<file path="src/rtl/bmdma_regs.sv">
module bmdma_regs #(
  parameter int AW     = 32,
  parameter int UNIT_W = 1
)(
  input  logic              clk,
  input  logic              rst_n,
  input  logic              reg_wr,
  input  logic [2:0]        reg_off,
  input  logic [1:0]        reg_size,
  input  logic [31:0]       reg_wdata,
  output logic [31:0]       reg_rdata,
  output logic              eng_kick,
  output logic              tbl_load,
  output logic [AW-1:0]     tbl_ptr,
  output logic              xfer_active,
  output logic              xfer_dir,
  input  logic              eng_done,
  input  logic              eng_err,
  input  logic              unit_set,
  input  logic [UNIT_W-1:0] unit_id,
  output logic [UNIT_W-1:0] unit_sel,
  output logic              unit_ok,
  input  logic              dev_irq,
  output logic              host_irq
);
  localparam int IW = 32 + AW;
  localparam int NL = IW / 8;
  localparam int BL = AW / 8;

  logic          start_q, dir_q, err_q, int_q, irq_q;
  logic [AW-1:0] base_q;

  logic [7:0]    size_lanes;
  logic [31:0]   size_mask;
  logic [NL-1:0] lanes;
  logic [IW-1:0] wimg, rimg, rsh;

  always_comb begin
    case (reg_size)
      2'd0:    begin size_lanes = 8'h01; size_mask = 32'h0000_00FF; end
      2'd1:    begin size_lanes = 8'h03; size_mask = 32'h0000_FFFF; end
      default: begin size_lanes = 8'h0F; size_mask = 32'hFFFF_FFFF; end
    endcase
  end

  assign lanes = NL'(size_lanes) << reg_off;
  assign wimg  = IW'(reg_wdata) << {reg_off, 3'b000};

  assign rimg = {base_q, 8'h00, 5'b0, int_q, err_q, xfer_active,
                 8'h00, 4'b0, dir_q, 2'b00, start_q};
  assign rsh       = rimg >> {reg_off, 3'b000};
  assign reg_rdata = rsh[31:0] & size_mask;

  logic cmd_hit, stat_hit, start_rise, clr_err, clr_int, irq_rise, act_left;

  assign cmd_hit    = reg_wr & lanes[0];
  assign stat_hit   = reg_wr & lanes[2];
  assign start_rise = cmd_hit & wimg[0] & ~start_q;
  assign clr_err    = stat_hit & wimg[17];
  assign clr_int    = stat_hit & wimg[18];
  assign irq_rise   = dev_irq & ~irq_q;
  assign act_left   = xfer_active & ~eng_done;

  assign host_irq = dev_irq;
  assign xfer_dir = dir_q;

  always_ff @(posedge clk) begin
    if (!rst_n) begin
      start_q     <= 1'b0;
      dir_q       <= 1'b0;
      base_q      <= '0;
      tbl_ptr     <= '0;
      tbl_load    <= 1'b0;
      eng_kick    <= 1'b0;
      xfer_active <= 1'b0;
      err_q       <= 1'b0;
      int_q       <= 1'b0;
      irq_q       <= 1'b0;
      unit_sel    <= '0;
      unit_ok     <= 1'b0;
    end else begin
      if (cmd_hit) begin
        start_q <= wimg[0];
        dir_q   <= wimg[3];
      end
      for (int b = 0; b < BL; b++)
        if (reg_wr && lanes[4+b]) base_q[8*b +: 8] <= wimg[32 + 8*b +: 8];
      base_q[1:0] <= 2'b00;

      tbl_load    <= start_rise;
      eng_kick    <= start_rise & ~act_left;
      xfer_active <= start_rise | act_left;
      if (start_rise) tbl_ptr <= base_q;

      err_q <= eng_err  | (err_q & ~clr_err);
      int_q <= irq_rise | (int_q & ~clr_int);
      irq_q <= dev_irq;

      if (unit_set) begin
        unit_sel <= unit_id;
        unit_ok  <= 1'b1;
      end else if (eng_done) begin
        unit_ok  <= 1'b0;
      end
    end
  end
endmodule


</file>
<file path="config.mk">
export PLATFORM = sky130hd
export DESIGN_NAME = bmdma_regs
export DESIGN_NICKNAME = d
export VERILOG_FILES = /design/src/rtl/bmdma_regs.sv
export SDC_FILE = /design/constraint.sdc
export NUM_CORES = 1
export LEC_CHECK = 0
export BUFFER_PORTS_ARGS = -buffer_cell sky130_fd_sc_hd__buf_2
export CAP_MARGIN = 20
export CORE_MARGIN = 4
export CORE_UTILIZATION = 48
export CTS_CLUSTER_DIAMETER = 100
export CTS_CLUSTER_SIZE = 8
export DETAILED_ROUTE_END_ITERATION = 8
export PLACE_DENSITY = 0.8
export RECOVER_POWER = 100
export SYNTH_ARGS = -nofsm -noshare
export SYNTH_HDL_FRONTEND = slang
export SYNTH_SLANG_ARGS = --single-unit
</file>
<file path="constraint.sdc">
create_clock -name clk -period 1.4 [get_ports clk]
set_input_delay 0.07 -clock clk [delete_from_list [all_inputs] [get_ports clk]]
set_output_delay 0.07 -clock clk [all_outputs]
set_load 0.005 [all_outputs]
</file>
# Yosys cells after proc, flatten, opt, wreduce, memory -nomap -nowiden
# Cells that the tools add are included.
[totals]
register_bits = 74
in_bits = 45
output_inout_bits = 71
elab_cells = 51
[classes]
n_eq_ne = 1
shifts = 3
muxes = 4
bitwise_logic = 21
reduce_logical = 6
[op_table]
columns = ["cell", "count"]
rows = [
  ["32-bit case mux with 2 select lines", 1],
  ["32-bit by 6-bit left shift with 64-bit output", 1],
  ["64-bit by 6-bit >> shifter with 32-bit output", 1],
  ["32-bit bitwise AND", 1],
  ["1-bit bitwise AND", 11],
  ["4-bit case mux with 2 select lines", 1],
  ["8-bit by 3-bit left shift with 8-bit output", 1],
  ["1-bit inverter", 6],
  ["1-bit logical AND", 4],
  ["1-bit OR", 3],
  ["2-bit by 1-bit == test with 1-bit output, second input constant", 1],
  ["2-bit zero test", 1],
  ["1-bit two-way mux", 2],
  ["2-bit nonzero test", 1],
]

# Logic depth before layout (Yosys ltp)
# Gate-level depths: netlist of run 1.
[depth]
ltp_word = 8
ltp_mapped = 7
ltp_nobuf = 4

# Worst setup path after synthesis of run 1
# Ideal clock, no wire load.
[synth_timing]
kind = "in2reg"
startpoint = "input port reg_off[1]"
endpoint = "register err_q"
setup_time_ns = 0.128
t_arrival_ns = 1.191
required_time_ns = 1.272
setup_slack_ns = 0.081
cell_stages = 6
path_buffers = 2
path_cell_list = "buf_4 inv_1 buf_2 a2111o_1 a2111oi_1 nor2_1"
[synth_between]
elab_chain_len = 6
word_cells_on_any_way = 7
cone_classes = "shift: 2; bitwise: 5"
[synth_lines]
columns = ["element", "line", "text"]
rows = [
  ["start: declaration", "8", "input logic [2:0] reg_off,"],
  ["branches (longest 2 deep; another with 32-bit by 6-bit left shift with 64-bit output)", "n/a", ""],
  ["1-bit bitwise AND (*)", "59", "assign clr_err = stat_hit & wimg[17];"],
  ["1-bit inverter (*)", "95", "err_q <= eng_err | (err_q & ~clr_err);"],
  ["1-bit bitwise AND (*)", "95", ""],
  ["1-bit OR (*)", "95", ""],
  ["end signal: assignment", "95", ""],
  ["end: declaration", "30", "logic start_q, dir_q, err_q, int_q, irq_q;"],
]
# Every way passes the cells marked *.
# A chain may end at the register's enable or synchronous reset.

# Worst setup path after layout of run 1
[layout_timing]
startpoint = "register base_q[18]"
endpoint = "output port reg_rdata[10]"
[layout_between]
elab_chain_len = 2
[layout_lines]
columns = ["element", "line", "text"]
rows = [
  ["start: declaration", "31", "logic [AW-1:0] base_q;"],
  ["start signal: indexed assignment", "87", "if (reg_wr && lanes[4+b]) base_q[8*b +: 8] <= wimg[32 + 8*b +: 8];"],
  ["64-bit by 6-bit >> shifter with 32-bit output", "51", "assign rsh = rimg >> {reg_off, 3'b000};"],
  ["32-bit bitwise AND", "52", "assign reg_rdata = rsh[31:0] & size_mask;"],
  ["end: declaration", "11", "output logic [31:0] reg_rdata,"],
]
# Every way passes these cells.

==> reports/results.tsv, run 1 <==
metric	value	unit
row count	34	
# port buffers	113	
CTS tree	built	
Worst Reg-to-Reg Cells	4	
fin crit period	1.47	ns
Pins Over Slew Limit	0	
Via density	5.89	
Worst path slowest cell	dfxtp_2	
Period Utilization, post-route	105	%
slowest stage delay, CP	0.34	ns
synthesis-to-layout area growth	34.3	%
final net count	714	
Seq/Total Area, Yosys	32.0	%
Hold WS	0.0319	ns
antenna cell count	0	
initial antenna violation count	0	
vias in the first global route	4339	
Tot GR Track Use	26.4	%
final setup margin	-0.0684	ns
HP Class	input port to register	
Routed WL	14400	microns
layout cell share with drive strength beyond 1	32.8	%
Die Ht	103	microns
Ys Warns	0	
Synth Register Bits	70	
synth unique cells	48	
clk slew on worst S/H paths	0.08	ns
Int Pwr	3.70	mW
Max Clock Freq	681	MHz
Sink Count	70	
Switching Fraction	27.6	%
ANT nets after route	0	
Cell Pwr Density	870	nW/um^2
Finished Cell Area	5880	sq um
critical path, cell by cell	mux2i_2, nor2_1, a211oi_2, a211oi_1, buf_2	
TritonRoute pass-1 iters	5	
async set-or-reset flop fraction in the synthesized netlist	0	%
Die Width	103	microns
number of synthesized flops with an enable pin	0	
pin count of the biggest net entering global routing	35	
Tot Pwr	5.12	mW
Psw	1.41	mW
placed instance area	5290	sq um
H-tree Lvls	3	
outcome	complete, but fails checks	
Total Neg Setup Slack	-0.270	ns
io pins	116	
final setup vio count	8	
worst-margin pin slew	0.585	ns
kind of critical path	register to output pin	
prevailing post-synth register cell	dfxtp_1	
Clock Latency Late Sink	0.35	ns
biggest regs	base_q: 30 flops, tbl_ptr: 30 flops	
Critical Path RT	1.33	ns
Post-Syn Area	4380	sq um
clock skew	0.00788	ns
Initial Util	49.7	%
final hold violations	0	
Root Buffer	clkbuf_8	
Worst Path Max Fanout	2	
Max clock buf depth	2	
Non-Filler Instances	782	
Clock Power Share	39.0	%
GRT overflow	0	
Hold Path Depth	3	
first-pass GRT wire length	22000	microns
DRC Markers	0	
RSZ-0062 raised after global routing	true	
Synth Area per Inst	8.20	sq um
combinational share of power	19.9	%
Core Box Area	8810	sq um
HPWL Detailed	10800	microns
worst vdd ir	0.000702	V
Max-Cap Viols	0	
Worst Setup Start Kind	register	
die area	10700	sq um
gpl congestion	0.990	
Post-Syn Instances	534	
crit path DAT	1.40	ns
Critical Path Sink Type	output pin	
P_leak	2.51	nW
per-cell routed wire length	18.4	microns
Slew headroom	60.8	%
DP Cell Count	754	
total CTS buffers	9	
Flop pwr share	41.2	%
failing checks	negative setup slack	
Iteration-0 DRC Markers	353	
via count	4606	
## per-stage QoR
stage,utilization [%],setup WS [ns]
5_1_grt,66.8,-0.115
6_report,66.8,-0.0684
2_1_floorplan,-,0.0811
4_1_cts,64.7,-0.0653
3_3_place_gp,60.1,-0.0160
3_5_place_dp,60.1,-0.0719
## placed cells by master, fill, tap and decap left out, drive strengths merged, types with 3 or more instances in the layout
| cell type | n |
|---|---|
| buf | 137 |
| nand2 | 103 |
| mux2i | 79 |
| dfxtp | 70 |
| nor2 | 42 |
| clkbuf | 42 |
| a21boi | 31 |
| o22a | 20 |
| o21ai | 19 |
| a21oi | 19 |
| nor2b | 16 |
| a22oi | 14 |
| o22ai | 10 |
| a32o | 8 |
| and2 | 6 |
| and3 | 5 |
| inv | 5 |
| dlygate4sd3 | 4 |
| mux2 | 4 |
| a22o | 3 |
| bufinv | 3 |
| a211oi | 3 |
| nand2b | 3 |
| clkinv | 3 |
## repair_timing
| item | 4_1_cts | 5_1_grt |
|---|---|---|
| setup endpoints to repair | 23 | 30 |
| setup buffers | 5 | 3 |
| resized for setup | 39 | 63 |
| hold endpoints to repair | 5 | 0 |
| hold buffers | 4 | 0 |
| pin swaps | 7 | 14 |
## synthesized netlist by cell type, types with 2 or more instances
library cell / count / area share, %
o21a_1: 2 / 0.34
nand3_1: 2 / 0.23
nor2_1: 42 / 3.6
o21ai_0: 18 / 2.1
nand2b_1: 3 / 0.43
and3b_1: 2 / 0.40
a21boi_1: 28 / 4.8
and2_1: 6 / 0.86
nand2_1: 103 / 8.8
a22o_1: 3 / 0.60
a22oi_1: 14 / 2.4
buf_6: 5 / 1.3
o2bb2ai_1: 2 / 0.40
o22a_1: 20 / 4.0
clkbuf_1: 17 / 1.5
nor2b_1: 16 / 2.3
a32o_1: 8 / 1.8
o22ai_1: 10 / 1.4
a21oi_1: 17 / 1.9
mux2i_1: 79 / 18
mux2_2: 4 / 1.0
a211oi_1: 3 / 0.51
a21boi_0: 3 / 0.51
nor3_1: 2 / 0.23
buf_2: 16 / 1.8
inv_1: 4 / 0.34
buf_4: 8 / 1.4
and3_1: 5 / 0.71
buf_1: 4 / 0.34
dfxtp_1: 70 / 32
## final cells by class
| class | count | area (sq um) |
|---|---|---|
| Fill cell | 711 | 2930 |
| Inverter | 5 | 18.8 |
| Sequential cell | 70 | 1490 |
| Tap cell | 108 | 135 |
| Clock buffer | 9 | 124 |
| Timing Repair Buffer | 174 | 1150 |
| Multi-Input combinational cell | 409 | 2850 |
| Clock inverter | 7 | 120 |
## cells by family (layout without fill, tap and decap cells)
kind of cell / Yosys count / in the layout / synth area share, %
compound gates: 138 / 138 / 23.1
flops: 70 / 70 / 32.0
mux: 83 / 83 / 19.1
other cells: 1 / 2 / 0.0857
buf+inv: 56 / 195 / 6.83
simple gates: 186 / 186 / 18.9
## power by group through the flow
stage | sequential, mW | combinational (mW) | clock [mW]
2_1_floorplan | 2.13 | 0.559 | 0
3_3_place_gp | 2.16 | 0.897 | 0
3_5_place_dp | 2.16 | 0.914 | 0
4_1_cts | 2.11 | 0.954 | 2.01
5_1_grt | 2.11 | 1.09 | 2.10
6_report | 2.11 | 1.02 | 1.99
## final timing paths
| path | from | to | slack, ns |
|---|---|---|---|
| max reg2reg | start_q$_SDFFE_PN0N_ | tbl_ptr[2]$_SDFFE_PN0P_ | 0.25 |
| min reg2reg | irq_q$_SDFF_PN0_ | int_q$_SDFF_PN0_ | 0.42 |
| min | eng_done | unit_ok$_SDFFE_PN0P_ | 0.03 |
| max | base_q[18]$_SDFFE_PN0P_ | reg_rdata[10] | -0.07 |
## layer usage
metal	share of wire [%]	routed length, microns	GRT usage (%)	up-vias
met5	0	0	0	-
met4	3.2	461	10.8	0
met3	7.5	1080	4.16	43
met2	49	7000	44.7	227
met1	41	5830	33.4	2177
li1	-	-	-	2159
## critical path, delay by kind of cell, from the launching register on
| family | cells | cell delay (ns) |
|---|---|---|
| buffers and inverters | 1 | 0.16 |
| flip-flops | 1 | 0.34 |
| AND/OR/NAND/NOR | 1 | 0.09 |
| multiplexers | 1 | 0.20 |
| AO/OA/AOI/OAI | 2 | 0.26 |
No activity file was read; power rests on OpenSTA's default activity.
==> inputs of run 2 (changes only) <==
--- a/config.mk
+++ b/config.mk
@@ -12,7 +12,8 @@
 export CTS_CLUSTER_DIAMETER = 100
 export CTS_CLUSTER_SIZE = 8
 export DETAILED_ROUTE_END_ITERATION = 8
-export PLACE_DENSITY = 0.8
+export GPL_ROUTABILITY_DRIVEN = 0
+export PLACE_DENSITY = 0.78
 export RECOVER_POWER = 100
 export SYNTH_ARGS = -nofsm -noshare
 export SYNTH_HDL_FRONTEND = slang
==> reports/results.tsv, run 2 (synthesized netlist as in run 1, its figures left out) <==
metric	value	unit	change
Int Pwr	3.52	mW	-5.0%
die area	10700	sq um	unchanged
clk slew on worst S/H paths	0.08	ns	about the same
P_leak	2.48	nW	-1.2%
worst-margin pin slew	0.662	ns	+0.0764 ns
Iteration-0 DRC Markers	335		-5.1%
pre-CTS setup slack	-0.128	ns	-0.0560 ns
biggest regs	base_q: 30 flops, tbl_ptr: 30 flops		
final setup vio count	11		+3
Flop pwr share	42.7	%	+1.5 points
final setup margin	-0.0730	ns	-0.00460 ns
ANT nets after route	0		unchanged
# port buffers	113		unchanged
via count	4763		+3.4%
H-tree Lvls	3		unchanged
Cell Pwr Density	856	nW/um^2	-1.6%
final hold violations	0		unchanged
Slew headroom	55.9	%	-4.9 points
Clock Power Share	37.2	%	-1.8 points
Psw	1.46	mW	+3.0%
Pins Over Slew Limit	0		unchanged
row count	34		unchanged
per-cell routed wire length	19.3	microns	+5.1%
CTS tree	built		
pin count of the biggest net entering global routing	32		-8.6%
Max clock buf depth	2		unchanged
final net count	717		+0.42%
Switching Fraction	29.3	%	+1.6 points
io pins	116		unchanged
highest-count cells in the layout ignoring fill and taps	nand2_1, buf_2, mux2i_1, buf_4, nor2_1		
Period Utilization, post-route	105	%	+0.33 points
combinational share of power	20.1	%	+0.2 points
Metal-1 WL	5960	microns	+2.3%
worst vdd ir	0.000705	V	+0.47%
highest metal used	met4		
failing checks	negative setup slack		
flop2flop setup slack	0.20	ns	-0.05 ns
layout cell share with drive strength beyond 1	34.3	%	+1.5 points
Core Box Area	8810	sq um	unchanged
Die Ht	103	microns	unchanged
fin crit period	1.47	ns	+0.00460 ns
RSZ-0062 raised after global routing	true		
HP Class	input port to register		
Routed WL	15200	microns	+5.5%
crit path DAT	1.40	ns	about the same
Max-Cap Viols	0		unchanged
Critical Path Sink Type	output pin		
first-pass GRT wire length	22500	microns	+2.4%
synthesis-to-layout area growth	32.8	%	
Met2 Wirelength	7250	microns	+3.6%
Layout Utilization	66.0	%	-0.77 points
kind of critical path	register to output pin		
met3 wire length	1410	microns	+31%
HPWL Detailed	10700	microns	-0.77%
Tot GR Track Use	27.0	%	+0.57 points
Sink Count	70		unchanged
vias in the first global route	4529		+4.4%
TritonRoute pass-1 iters	5		unchanged
total CTS buffers	9		unchanged
Hold WS	0.0173	ns	-0.0146 ns
GRT overflow	0		unchanged
outcome	complete, but fails checks		
Clock Latency Late Sink	0.36	ns	about the same
Via density	6.07		+3.0%
clock skew	0.0101	ns	+0.00219 ns
antenna cell count	0		unchanged
Worst Setup Start Kind	register		
Root Buffer	clkbuf_8		
Critical Path RT	1.33	ns	about the same
Fillers	719		+1.1%
DRC Markers	0		unchanged
Initial Util	49.7	%	unchanged
Worst Path Max Fanout	3		+1
initial antenna violation count	0		unchanged
Max Clock Freq	679	MHz	-0.31%
Die Width	103	microns	unchanged
commonest non-fill, non-tap cell in the layout	nand2_1		
==> run 2: cell count changes in the layout (fill, tap and decap cells not counted), sizes merged <==
cell         change
buf              +5
bufinv           -1
dlygate4sd3      -1
==> run 2: path summary, 6_finish.rpt <==
path,startpoint,to,depth (start not counted)
worst min register to register,irq_q$_SDFF_PN0_,int_q$_SDFF_PN0_,1
worst max register to register,start_q$_SDFFE_PN0N_,tbl_ptr[27]$_SDFFE_PN0P_,4
worst min-delay path,eng_done,xfer_active$_SDFF_PN0_,3
worst max-delay path,base_q[17]$_SDFFE_PN0P_,reg_rdata[1],5
==> run 2: cell type report <==
type	instances	area (sq um)	area share [%]
multi-input cells	409	2860	49.1
flip-flops and latches	70	1480	25.4
repair buffers	177	1100	19.0
well taps	108	135	2.33
clock buffers	10	128	2.20
clock inverters	6	93.8	1.61
inverters	5	18.8	0.323
==> run 2: metrics by stage <==
step / instance area (sq um) / total power, mW / instances / TNS, ns
floorplan: 4380 / 2.69 / 535 / 0
global placement: 5200 / 3.00 / 750 / -0.0872
detailed placement: 5200 / 3.03 / 750 / -1.14
CTS: 5580 / 4.89 / 773 / -0.363
global route: 5810 / 5.13 / 785 / -1.38
finish: 5810 / 4.98 / 785 / -0.441
==> run 2: power by group through the flow <==
stage | sequential [mW] | combinational, mW | clock (mW)
after floorplan | 2.13 | 0.559 | 0
after global placement | 2.16 | 0.848 | 0
after detailed placement | 2.16 | 0.875 | 0
after CTS | 2.12 | 0.912 | 1.86
after global routing | 2.13 | 1.07 | 1.94
final | 2.12 | 1.00 | 1.85
==> run 2: layer usage <==
| layer | vias up | global-route usage, % |
|---|---|---|
| li1 | 2163 | - |
| met1 | 2248 | 34.1 |
| met2 | 290 | 45.5 |
| met3 | 62 | 5.57 |
| met4 | 0 | 9.26 |
| met5 | - | 0 |
==> run 2: timing repair <==
action / 4_1_cts / 5_1_grt
gates resized for setup: 41 / 58
setup endpoints to repair: 30 / 32
hold buffers: 3 / 0
endpoints found under the hold margin: 4 / 0
pin swaps: 8 / 7
buffers inserted: 4 / 12
gates cloned: 0 / 0
==> run 2: critical path: stages (launching register included) <==
cell	delay, ns
dfxtp_2	0.33
mux2_4	0.27
a22o_1	0.17
nand2_1	0.06
o21ai_1	0.07
buf_2	0.14
